--- src/rtl/hp_pkg.sv ---
package hp_pkg;
  localparam int unsigned DATA_W  = 32;
  localparam int unsigned LANES   = DATA_W / 8;
  localparam int unsigned ADR_W   = 8;
  localparam int unsigned ID_W    = 4;
  localparam int unsigned WIN_B   = 16;
  localparam int unsigned WIN_AW  = $clog2(WIN_B);

  localparam logic [ADR_W-1:0] CFG_ADR = 8'h00;
  localparam logic [ADR_W-1:0] B1_ADR  = 8'h04;
  localparam logic [ADR_W-1:0] B2_ADR  = 8'h08;
  localparam logic [ADR_W-1:0] B4_ADR  = 8'h0C;

  typedef enum logic [1:0] {
    PW_8   = 2'b00,
    PW_16  = 2'b01,
    PW_32  = 2'b10,
    PW_32X = 2'b11
  } port_w_e;

  typedef enum logic [1:0] {
    ST_IDLE,
    ST_WAIT,
    ST_XFER,
    ST_DONE
  } hs_st_e;

  typedef logic [LANES-1:0][7:0]       lane_bytes_t;
  typedef logic [LANES-1:0][ADR_W-1:0] lane_adrs_t;

  function automatic logic byte_present(logic [ADR_W-1:0] a);
    return (a == CFG_ADR) || (a == B1_ADR) ||
           (a[ADR_W-1:1] == B2_ADR[ADR_W-1:1]) ||
           (a[ADR_W-1:2] == B4_ADR[ADR_W-1:2]);
  endfunction
endpackage

--- src/rtl/hp_access_det.sv ---
module hp_access_det
  import hp_pkg::*;
(
  input  logic            clk_i,
  input  logic            rst_ni,
  input  logic            sel_ni,
  input  logic            rd_ni,
  input  logic            wr_ni,
  input  logic [ID_W-1:0] dev_adr_i,
  input  logic [ID_W-1:0] dev_id_i,
  output logic            match_o,
  output logic            acc_o
);
  assign match_o = ~sel_ni & (~rd_ni | ~wr_ni) & (dev_adr_i == dev_id_i);

  // strobes are asynchronous to clk_i: sample once before use
  always_ff @(posedge clk_i or negedge rst_ni) begin
    if (!rst_ni) acc_o <= 1'b0;
    else         acc_o <= match_o;
  end
endmodule

--- src/rtl/hp_handshake.sv ---
module hp_handshake
  import hp_pkg::*;
#(
  parameter int unsigned WAIT_CYC = 2
) (
  input  logic              clk_i,
  input  logic              rst_ni,
  input  logic              acc_i,
  input  logic              rd_ni,
  input  logic [ADR_W-1:0]  adr_i,
  input  logic [DATA_W-1:0] wdata_i,
  output logic [ADR_W-1:0]  adr_o,
  output logic [DATA_W-1:0] wdata_o,
  output logic              rd_o,
  output logic              load_o,
  output logic              commit_o,
  output logic              clr_o,
  output logic              ack_o
);
  localparam int unsigned CNT_W = (WAIT_CYC < 2) ? 1 : $clog2(WAIT_CYC);
  localparam logic [CNT_W-1:0] CNT_LAST = CNT_W'(WAIT_CYC - 1);

  hs_st_e           st_q;
  logic [CNT_W-1:0] cnt_q;
  logic             last_wait;

  assign last_wait = (st_q == ST_WAIT) && (cnt_q == CNT_LAST);

  always_ff @(posedge clk_i or negedge rst_ni) begin
    if (!rst_ni) begin
      st_q    <= ST_IDLE;
      cnt_q   <= '0;
      adr_o   <= '0;
      wdata_o <= '0;
      rd_o    <= 1'b0;
    end else begin
      unique case (st_q)
        ST_IDLE: if (acc_i) begin
          st_q    <= ST_WAIT;
          cnt_q   <= '0;
          adr_o   <= adr_i;
          wdata_o <= wdata_i;
          rd_o    <= ~rd_ni;
        end
        ST_WAIT: begin
          if (!acc_i)         st_q <= ST_IDLE;
          else if (last_wait) st_q <= ST_XFER;
          else                cnt_q <= cnt_q + 1'b1;
        end
        ST_XFER: st_q <= acc_i ? ST_DONE : ST_IDLE;
        ST_DONE: if (!acc_i) st_q <= ST_IDLE;
        default: st_q <= ST_IDLE;
      endcase
    end
  end

  assign load_o   = last_wait & acc_i & rd_o;
  assign commit_o = (st_q == ST_XFER) & acc_i & ~rd_o;
  assign clr_o    = (st_q == ST_IDLE);
  assign ack_o    = (st_q == ST_DONE);


  ack_rise_chk: assert property (@(posedge clk_i) disable iff (!rst_ni)
    $rose(ack_o) |-> $past(acc_i));
endmodule

--- src/rtl/hp_lane_map.sv ---
module hp_lane_map
  import hp_pkg::*;
(
  input  port_w_e           width_i,
  input  logic              big_end_i,
  input  logic [ADR_W-1:0]  adr_i,
  input  logic [DATA_W-1:0] wdata_i,
  input  lane_bytes_t       rd_bytes_i,
  output lane_adrs_t        lane_adr_o,
  output logic [LANES-1:0]  lane_en_o,
  output lane_bytes_t       wr_bytes_o,
  output logic [DATA_W-1:0] rdata_o
);
  logic [2:0]       nbytes;
  logic [ADR_W-1:0] base;
  lane_bytes_t      rd_masked;

  always_comb begin
    unique case (width_i)
      PW_8:    begin nbytes = 3'd1; base = adr_i; end
      PW_16:   begin nbytes = 3'd2; base = {adr_i[ADR_W-1:1], 1'b0}; end
      default: begin nbytes = 3'd4; base = {adr_i[ADR_W-1:2], 2'b00}; end
    endcase
  end

  for (genvar j = 0; j < LANES; j++) begin : g_lane
    localparam int unsigned LE_LO = 8 * j;
    localparam int unsigned BE_LO = 8 * (LANES - 1 - j);
    assign lane_adr_o[j] = base + ADR_W'(j);
    assign lane_en_o[j]  = (3'(j) < nbytes);
    assign wr_bytes_o[j] = big_end_i ? wdata_i[BE_LO +: 8] : wdata_i[LE_LO +: 8];
    assign rd_masked[j]  = lane_en_o[j] ? rd_bytes_i[j] : 8'h00;
  end

  for (genvar k = 0; k < LANES; k++) begin : g_pos
    assign rdata_o[8*k +: 8] = big_end_i ? rd_masked[LANES-1-k] : rd_masked[k];
  end
endmodule

--- src/rtl/hp_regbank.sv ---
module hp_regbank
  import hp_pkg::*;
(
  input  logic             clk_i,
  input  logic             rst_ni,
  input  logic             commit_i,
  input  lane_adrs_t       lane_adr_i,
  input  logic [LANES-1:0] lane_en_i,
  input  lane_bytes_t      wr_bytes_i,
  output lane_bytes_t      rd_bytes_o,
  output port_w_e          width_o
);
  logic [WIN_B-1:0][7:0] mem_q;

  always_ff @(posedge clk_i or negedge rst_ni) begin
    if (!rst_ni) begin
      mem_q <= '0;
    end else if (commit_i) begin
      for (int j = 0; j < LANES; j++) begin
        if (lane_en_i[j] && byte_present(lane_adr_i[j])) begin
          if (lane_adr_i[j] == CFG_ADR)
            mem_q[lane_adr_i[j][WIN_AW-1:0]] <= {6'b0, wr_bytes_i[j][1:0]};
          else
            mem_q[lane_adr_i[j][WIN_AW-1:0]] <= wr_bytes_i[j];
        end
      end
    end
  end

  always_comb begin
    for (int j = 0; j < LANES; j++) begin
      rd_bytes_o[j] = byte_present(lane_adr_i[j]) ? mem_q[lane_adr_i[j][WIN_AW-1:0]] : 8'h00;
    end
  end

  assign width_o = port_w_e'(mem_q[CFG_ADR[WIN_AW-1:0]][1:0]);


  store_commit_chk: assert property (@(posedge clk_i) disable iff (!rst_ni)
    !$stable(mem_q) |-> $past(commit_i));
endmodule

--- src/rtl/host_reg_port.sv ---
module host_reg_port
  import hp_pkg::*;
#(
  parameter int unsigned WAIT_CYC = 2
) (
  input  logic        clk_i,
  input  logic        rst_ni,
  input  logic        sel_ni,
  input  logic        rd_ni,
  input  logic        wr_ni,
  input  logic [7:0]  reg_adr_i,
  input  logic [3:0]  dev_adr_i,
  input  logic [3:0]  dev_id_i,
  input  logic        big_end_i,
  input  logic [31:0] wdata_i,
  output logic [31:0] rdata_o,
  output logic        ack_o,
  output logic        ack_en_o
);
  logic              acc;
  logic [ADR_W-1:0]  adr_q;
  logic [DATA_W-1:0] wdata_q;
  logic              rd_q, load, commit, clr;
  port_w_e           width;
  lane_adrs_t        lane_adr;
  logic [LANES-1:0]  lane_en;
  lane_bytes_t       wr_bytes, rd_bytes;
  logic [DATA_W-1:0] map_rdata, rdata_q;

  hp_access_det u_det (
    .clk_i, .rst_ni, .sel_ni, .rd_ni, .wr_ni,
    .dev_adr_i, .dev_id_i,
    .match_o (ack_en_o),
    .acc_o   (acc)
  );

  hp_handshake #(.WAIT_CYC(WAIT_CYC)) u_hs (
    .clk_i, .rst_ni,
    .acc_i    (acc),
    .rd_ni,
    .adr_i    (reg_adr_i),
    .wdata_i,
    .adr_o    (adr_q),
    .wdata_o  (wdata_q),
    .rd_o     (rd_q),
    .load_o   (load),
    .commit_o (commit),
    .clr_o    (clr),
    .ack_o
  );

  hp_lane_map u_map (
    .width_i    (width),
    .big_end_i,
    .adr_i      (adr_q),
    .wdata_i    (wdata_q),
    .rd_bytes_i (rd_bytes),
    .lane_adr_o (lane_adr),
    .lane_en_o  (lane_en),
    .wr_bytes_o (wr_bytes),
    .rdata_o    (map_rdata)
  );

  hp_regbank u_bank (
    .clk_i, .rst_ni,
    .commit_i   (commit),
    .lane_adr_i (lane_adr),
    .lane_en_i  (lane_en),
    .wr_bytes_i (wr_bytes),
    .rd_bytes_o (rd_bytes),
    .width_o    (width)
  );

  // data registered one cycle ahead of the acknowledge
  always_ff @(posedge clk_i or negedge rst_ni) begin
    if (!rst_ni)   rdata_q <= '0;
    else if (clr)  rdata_q <= '0;
    else if (load) rdata_q <= map_rdata;
  end

  assign rdata_o = rdata_q;


  rdata_hold_chk: assert property (@(posedge clk_i) disable iff (!rst_ni)
    (ack_o && $past(ack_o)) |-> $stable(rdata_o));


  zero_lane_chk: assert property (@(posedge clk_i) disable iff (!rst_ni)
    (ack_o && rd_q && width == PW_8 && !big_end_i) |-> (rdata_o[31:8] == 24'h0));
endmodule

--- config.mk ---
export PLATFORM = sky130hd
export DESIGN_NAME = host_reg_port
export DESIGN_NICKNAME = d
export VERILOG_FILES = /design/src/rtl/hp_pkg.sv /design/src/rtl/hp_access_det.sv /design/src/rtl/hp_handshake.sv /design/src/rtl/hp_lane_map.sv /design/src/rtl/hp_regbank.sv /design/src/rtl/host_reg_port.sv
export SDC_FILE = /design/constraint.sdc
export NUM_CORES = 1
export LEC_CHECK = 0
export ABC_CLOCK_PERIOD_IN_PS = 10380
export BUFFER_PORTS_ARGS = -buffer_cell sky130_fd_sc_hd__buf_2
export CAP_MARGIN = 15
export CORE_UTILIZATION = 50
export CTS_CLUSTER_DIAMETER = 100
export DETAILED_ROUTE_END_ITERATION = 8
export PLACE_DENSITY = 0.78
export RECOVER_POWER = 100
export SYNTH_ARGS = -nofsm -noshare
export SYNTH_HDL_FRONTEND = slang
export SYNTH_SLANG_ARGS = --single-unit
--- constraint.sdc ---
create_clock -name clk_i -period 10.38 [get_ports clk_i]
set_input_delay 3.114 -clock clk_i [delete_from_list [all_inputs] [get_ports clk_i]]
set_output_delay 3.114 -clock clk_i [all_outputs]
set_load 0.01 [all_outputs]
### Yosys cells after proc, flatten, opt, wreduce, memory -nomap -nowiden

Cells that the tools add are included.

| storage, ports and cells | value |
|---|---|
| register bits after elaboration | 205 |
| input port bits | 54 |
| output and inout port bits | 34 |
| word-level logic and storage cells | 169 |

| operators by class | value |
|---|---|
| add/sub/neg operators | 4 |
| magnitude comparators | 12 |
| eq/ne operators | 22 |
| muxes and demuxes | 65 |
| bitwise operators | 11 |
| reduce and logical (&&, ||, !) cells | 32 |

Operators by type and width:

| cell | count |
|---|---|
| $mux 128 | 11 |
| $bwmux 128 | 8 |
| $mux 8 | 24 |
| $bmux 8 s4 | 4 |
| $demux 8 s4 | 4 |
| $mux 32 | 2 |
| $eq 8x3->1 const B | 4 |
| $logic_not 8->1 | 4 |
| $eq 7x3->1 const B | 4 |
| $eq 6x2->1 const B | 4 |
| $lt 4x5->1 const B | 4 |
| $add 8x2->8 const B | 2 |
| $ge 4x1->1 const B | 4 |
| $logic_or 1x1->1 | 12 |
| $mux 2 | 5 |
| $logic_and 1x1->1 | 9 |
| $add 8x1->8 const B | 1 |
| $pmux 2 s4 | 1 |
| $and 1x1->1 | 6 |
| $lt 1x3->1 const A | 2 |
| $lt 2x3->1 const A | 2 |
| $ne 2x2->1 const B | 3 |
| $pmux 3 s2 | 1 |
| $eq 2x1->1 const B | 2 |
| 15 further kinds | 23 |

### Logic depth before layout (Yosys ltp)

| logic depth | value |
|---|---|
| word-level depth | 21 |
| gate-level depth with buffers | 22 |

### Cells and area by module

Synthesis repeated with hierarchy kept, for this count alone.

| second synthesis, totals | value |
|---|---|
| cell total of the unflattened synthesis | 1373 |
| area total of the unflattened synthesis | 15158.3 um2 |

Modules (own cells, without submodules):

| module | instances | cells an instance | area an instance (um2) | seq. area each (um2) |
|---|---|---|---|---|
| hp_regbank | 1 | 971 | 10816.6 | 3203.1 |
| hp_handshake | 1 | 102 | 1692.9 | 1101.1 |
| host_reg_port | 1 | 103 | 1323.8 | 800.8 |
| hp_lane_map | 1 | 190 | 1244.9 | 0.0 |
| hp_access_det | 1 | 7 | 80.1 | 25.0 |

### Worst setup path after synthesis

No wires, ideal clock.

| path | value |
|---|---|
| path type | input-to-output |
| start | input dev_id_i[0] |
| end | output ack_en_o |
| arrival | 3.760 ns |
| data required time | 7.266 ns |
| setup slack | 3.506 ns |
| stages on the path | 2 |
| path buffers | 0 |
| cells stage by stage | xor2_1 nor4_1 |

| between the ends | value |
|---|---|
| cells in the longest elaborated chain, start to end | 2 |

Ends and longest elaborated chain:

| element | line | source |
|---|---|---|
| from (decl) | host_reg_port.sv:13 | `input logic [3:0] dev_id_i,` |
| $eq 4x4->1 | hp_access_det.sv:14 | `assign match_o = ~sel_ni & (~rd_ni \| ~wr_ni) & (dev_adr_i == dev_id_i);` |
| $and 1x1->1 | hp_access_det.sv:14 |  |
| to (decl) | host_reg_port.sv:18 | `output logic ack_en_o` |

Every way passes these cells.

==> summary.md <==
| Metric | Value |
|---|---|
| Via count | about 17000 |
| Xor and xnor area share after synthesis | 0.683% |
| Worst Hold Class | flop to flop |
| Final Setup Violations | 0 |
| Total power | 2980 uW |
| Reg clk slew, reported paths | 0.06 ns |
| Layout Skew | just under 0.02 ns |
| Fmax | around 0.13 GHz |
| Final hold vios | 0 |
| CTS resizes | 0 |
| CTS Hold Bufs | 0 |
| Status | complete, but fails checks |
| DR vias/cell | ~7 |
| Sw Share | 41.5% |
| Synthesized instance count | 1962 |
| Synth Cell Area | between 0.015 and 0.02 sq mm |
| Root buffer cell | clkbuf_16 |
| Failing checks | max-capacitance violations, max-slew violations |
| Register area share after synthesis | 31.1% |
| Grt ovf | 0 |
| Delay-heaviest family, CP | buffers and inverters |
| Hpwl dp | approximately 43 mm |
| Buf/Inv on CP | 2 |
| Share of flip-flops with an asynchronous set or reset | 100% |
| Diode count | 0 |
| Clock network fraction of total power | a little under a third |
| Mux cell area share after synthesis | around a fifth |
| Number of synthesized flops with an enable pin | 0 |
| Largest family of logic cells by synthesized area | simple AND/OR/NAND/NOR gates |
| Worst EP required | 10.72 ns |
| Endpoint type of the worst setup path | async pin |
| First-pass GRT wire length | approximately 94 mm |
| Die Wd | roughly 180 um |
| Rows | 66 |
| Sequential cell area | slightly above 0.005 sq mm |
| CP peak stage delay | around 3.2 ns |
| Mean post-synth cell area | about 8.4 sq um |
| IO buf count | 87 |
| Rel. slew slack | -210% |
| CTS sink cnt | 205 |
| Post-placement cell count | approximately 2400 |
| Remaining DRCs | 0 |
| Area of the multi-input gates | between 0.01 and 0.015 sq mm |
| Setup bufs post-CTS | 0 |
| Max_cap viols | 13 |
| DRT Pass-1 Iters | 6 |
| TritonCTS clock tree | done |
| Pint | about 1700 uW |
| Final Cell Area | about 0.018 sq mm |
| Slew @ Worst Pin | ~4.6 ns |
| Global Route Usage Sum | between 30% and 40% |
| Netlist cell types | 80 |
| Comb pwr share | a little under two fifths |
| Max-slew violation count | just under 400 |
| LEAKAGE | between 0.007 and 0.008 uW |
| Post-Synth Adder-Cell Area | less than 1% |
| CP Launch Type | primary input |
| Area Growth Syn to Fin | 8.23% |
| RSZ-0062 raised after global routing | no |
| Syn. warnings | 0 |
| FF+latch count, synth | between 200 and 250 |
| Detailed Route WL | 61.8 mm |
| Io pins | about 90 |
| Layout fillers | a little over 3000 |
| Peak supply drop | about 130 uV |
| Clock latency at the later pin of the worst-skew pair | around 0.56 ns |
| Die span in y | about 180 um |
| Simple-gate share of the synthesized area | 22.6% |
| Pin count of the biggest net entering global routing | 102 |
| Placed cell area | 0.0171 sq mm |
| CTS buffer count | 25 |
| Critical path, cell by cell | clkbuf_1 > clkbuf_2 |
| Antenna viol nets, final | 0 |
| Clock Path Buffers | 3 |
| Seq pwr share | a little under a third |
| Crit share post-route | 74.6% |
| Initial Util | roughly half |
| H-tree Lvls | 1 |
| Initial antenna violation count | 2 |
| Layout Utilization | a little over half |
| Critical Path Fanout Max | slightly below 80 |
| Gp weighted congestion | 0.990 |
| DIE AREA | 0.0337 sq mm |
| Post-route non-filler standard cell count | 2411 |
| Compound-Gate Fraction of Synth Area | just under 20% |
| Cell Pwr Density | 167 mW/mm^2 |
| Setup Crit Path Kind | primary input to async pin |
| NumNets Final | roughly 2000 |
| Net Count, Synth | around 2000 |
| Period minus WS final | slightly below 8 ns |
| DR iter-0 viols | about 2700 |
| Final setup TNS | 0 ns |
| Core ar. | around 0.033 sq mm |
| WP data arrival | between 8 and 9 ns |
| Critical path's slowest cell | clkbuf_1 |
| Sw Pwr | approximately 1200 uW |
| Layout cells sized above 1 | 14.1% |
| Main synth FF type | dfrtp_1 |
| WL per Instance | 25.6 um |
| Vias in the first global route | 15500 |
power by group through the flow:
stage | logic (uW) | registers, uW | clock network (uW)
2_1_floorplan | 707 | 910 | 0
3_3_place_gp | 1060 | 943 | 0
3_5_place_dp | 1080 | 948 | 0
6_report | 1130 | 936 | 913
4_1_cts | 1080 | 934 | 918
5_1_grt | 1150 | 946 | 946
layout make-up:
| class | instances | share of cell area, % |
|---|---|---|
| multi-input cells | 1571 | 59.1 |
| well taps | 442 | 3.10 |
| clock inverters | 11 | 0.687 |
| flip-flops and latches | 205 | 28.7 |
| clock buffers | 35 | 4.05 |
| inverters | 13 | 0.294 |
| repair buffers | 134 | 4.04 |
worst paths after layout:
| path | end | cells after the start | from | slack (ns) |
|---|---|---|---|---|
| max in group clk_i | u_bank.mem_q[78] | 14 | u_bank.width_o[1] | 2.67 |
| min in group asynchronous | u_hs.st_q[0] | 1 | rst_ni | 4.20 |
| hold reg to reg | rdata_o[11] | 2 | rdata_o[11] | 0.51 |
| hold / removal | rdata_o[11] | 2 | rdata_o[11] | 0.51 |
| setup / recovery | u_bank.mem_q[103] | 2 | rst_ni | 2.64 |
| setup reg to reg | u_bank.mem_q[78] | 14 | u_bank.width_o[1] | 2.67 |
sequential cells by signal, summed over array words and instances (netlist names):
name and count:
u_hs.cnt_q 1, u_bank.mem_q 126, u_bank.width_o 2, u_hs.adr_o 8, u_hs.wdata_o 32, u_hs.st_q 2, u_det.acc_o 1, rdata_o 32
u_hs.rd_o 1
cell families (layout without fill, tap and decap cells):
| logic type | after synthesis | after routing |
|---|---|---|
| fa+ha+maj | 7 | 7 |
| simple gates | 804 | 804 |
| compound gates | 469 | 469 |
| flops | 205 | 205 |
| mux | 279 | 279 |
| xor+xnor | 12 | 12 |
| buf+inv | 186 | 193 |
routing by layer:
layer  routed length, um  up-vias  global-route usage [%]
met3                9080      280                    12.9
met2               25800     1235                    53.1
li1                    -     7207                       -
met5                  13        -                       0
met4                3700        2                    19.1
met1               23200     8079                    47.1
per-stage QoR:
stage	setup slack, ns	hold slack (ns)
detailed placement	3.39	0.492
finish	2.64	0.508
global placement	3.38	0.483
CTS	3.37	0.505
floorplan	3.51	0.484
global route	1.76	0.525
worst reg2reg max path, cell delays in order (launching register included):
cell      delay (ns)
dfrtp_1         0.61
nor2_1          0.20
inv_1           0.09
ha_1            0.41
or4b_1          0.90
ha_1            0.28
clkbuf_1        1.21
inv_1           0.81
or4_1           0.76
a21oi_1         0.67
clkbuf_1        0.43
nand2_1         0.25
and2_0          0.44
a211oi_1        0.39
o31ai_2         0.11
cell usage in the layout, fill, tap and decap left out, types with 16 or more instances in the layout:
master	synthesis	routed
a221o_1	28	28
nor3_1	19	19
a31oi_1	47	47
nor2b_1	20	20
a211oi_1	33	38
a221oi_1	20	20
nand3_1	89	88
clkbuf_1	112	50
buf_2	31	49
dfrtp_1	205	205
mux4_2	40	40
o211ai_1	17	17
mux2_2	69	64
buf_4	5	35
mux2i_1	168	168
nand2_1	413	413
o22ai_1	31	31
clkbuf_16	0	25
o21ai_0	42	77
a311oi_1	18	18
nor2_1	116	115
a21oi_1	89	88
and3_1	51	50
and2_0	1	16
o21ai_1	56	21
and2_1	31	16
cells in the mapped netlist, types with 42 or more instances:
| cell | number | area (sq um) |
|---|---|---|
| nand2_1 | 413 | 1550 |
| dfrtp_1 | 205 | 5130 |
| mux2i_1 | 168 | 1680 |
| nor2_1 | 116 | 435 |
| clkbuf_1 | 112 | 420 |
| a21oi_1 | 89 | 445 |
| nand3_1 | 89 | 445 |
| mux2_2 | 69 | 777 |
| o21ai_1 | 56 | 280 |
| and3_1 | 51 | 319 |
| a31oi_1 | 47 | 294 |
| o21ai_0 | 42 | 210 |
(Power assumes the default switching activity.)
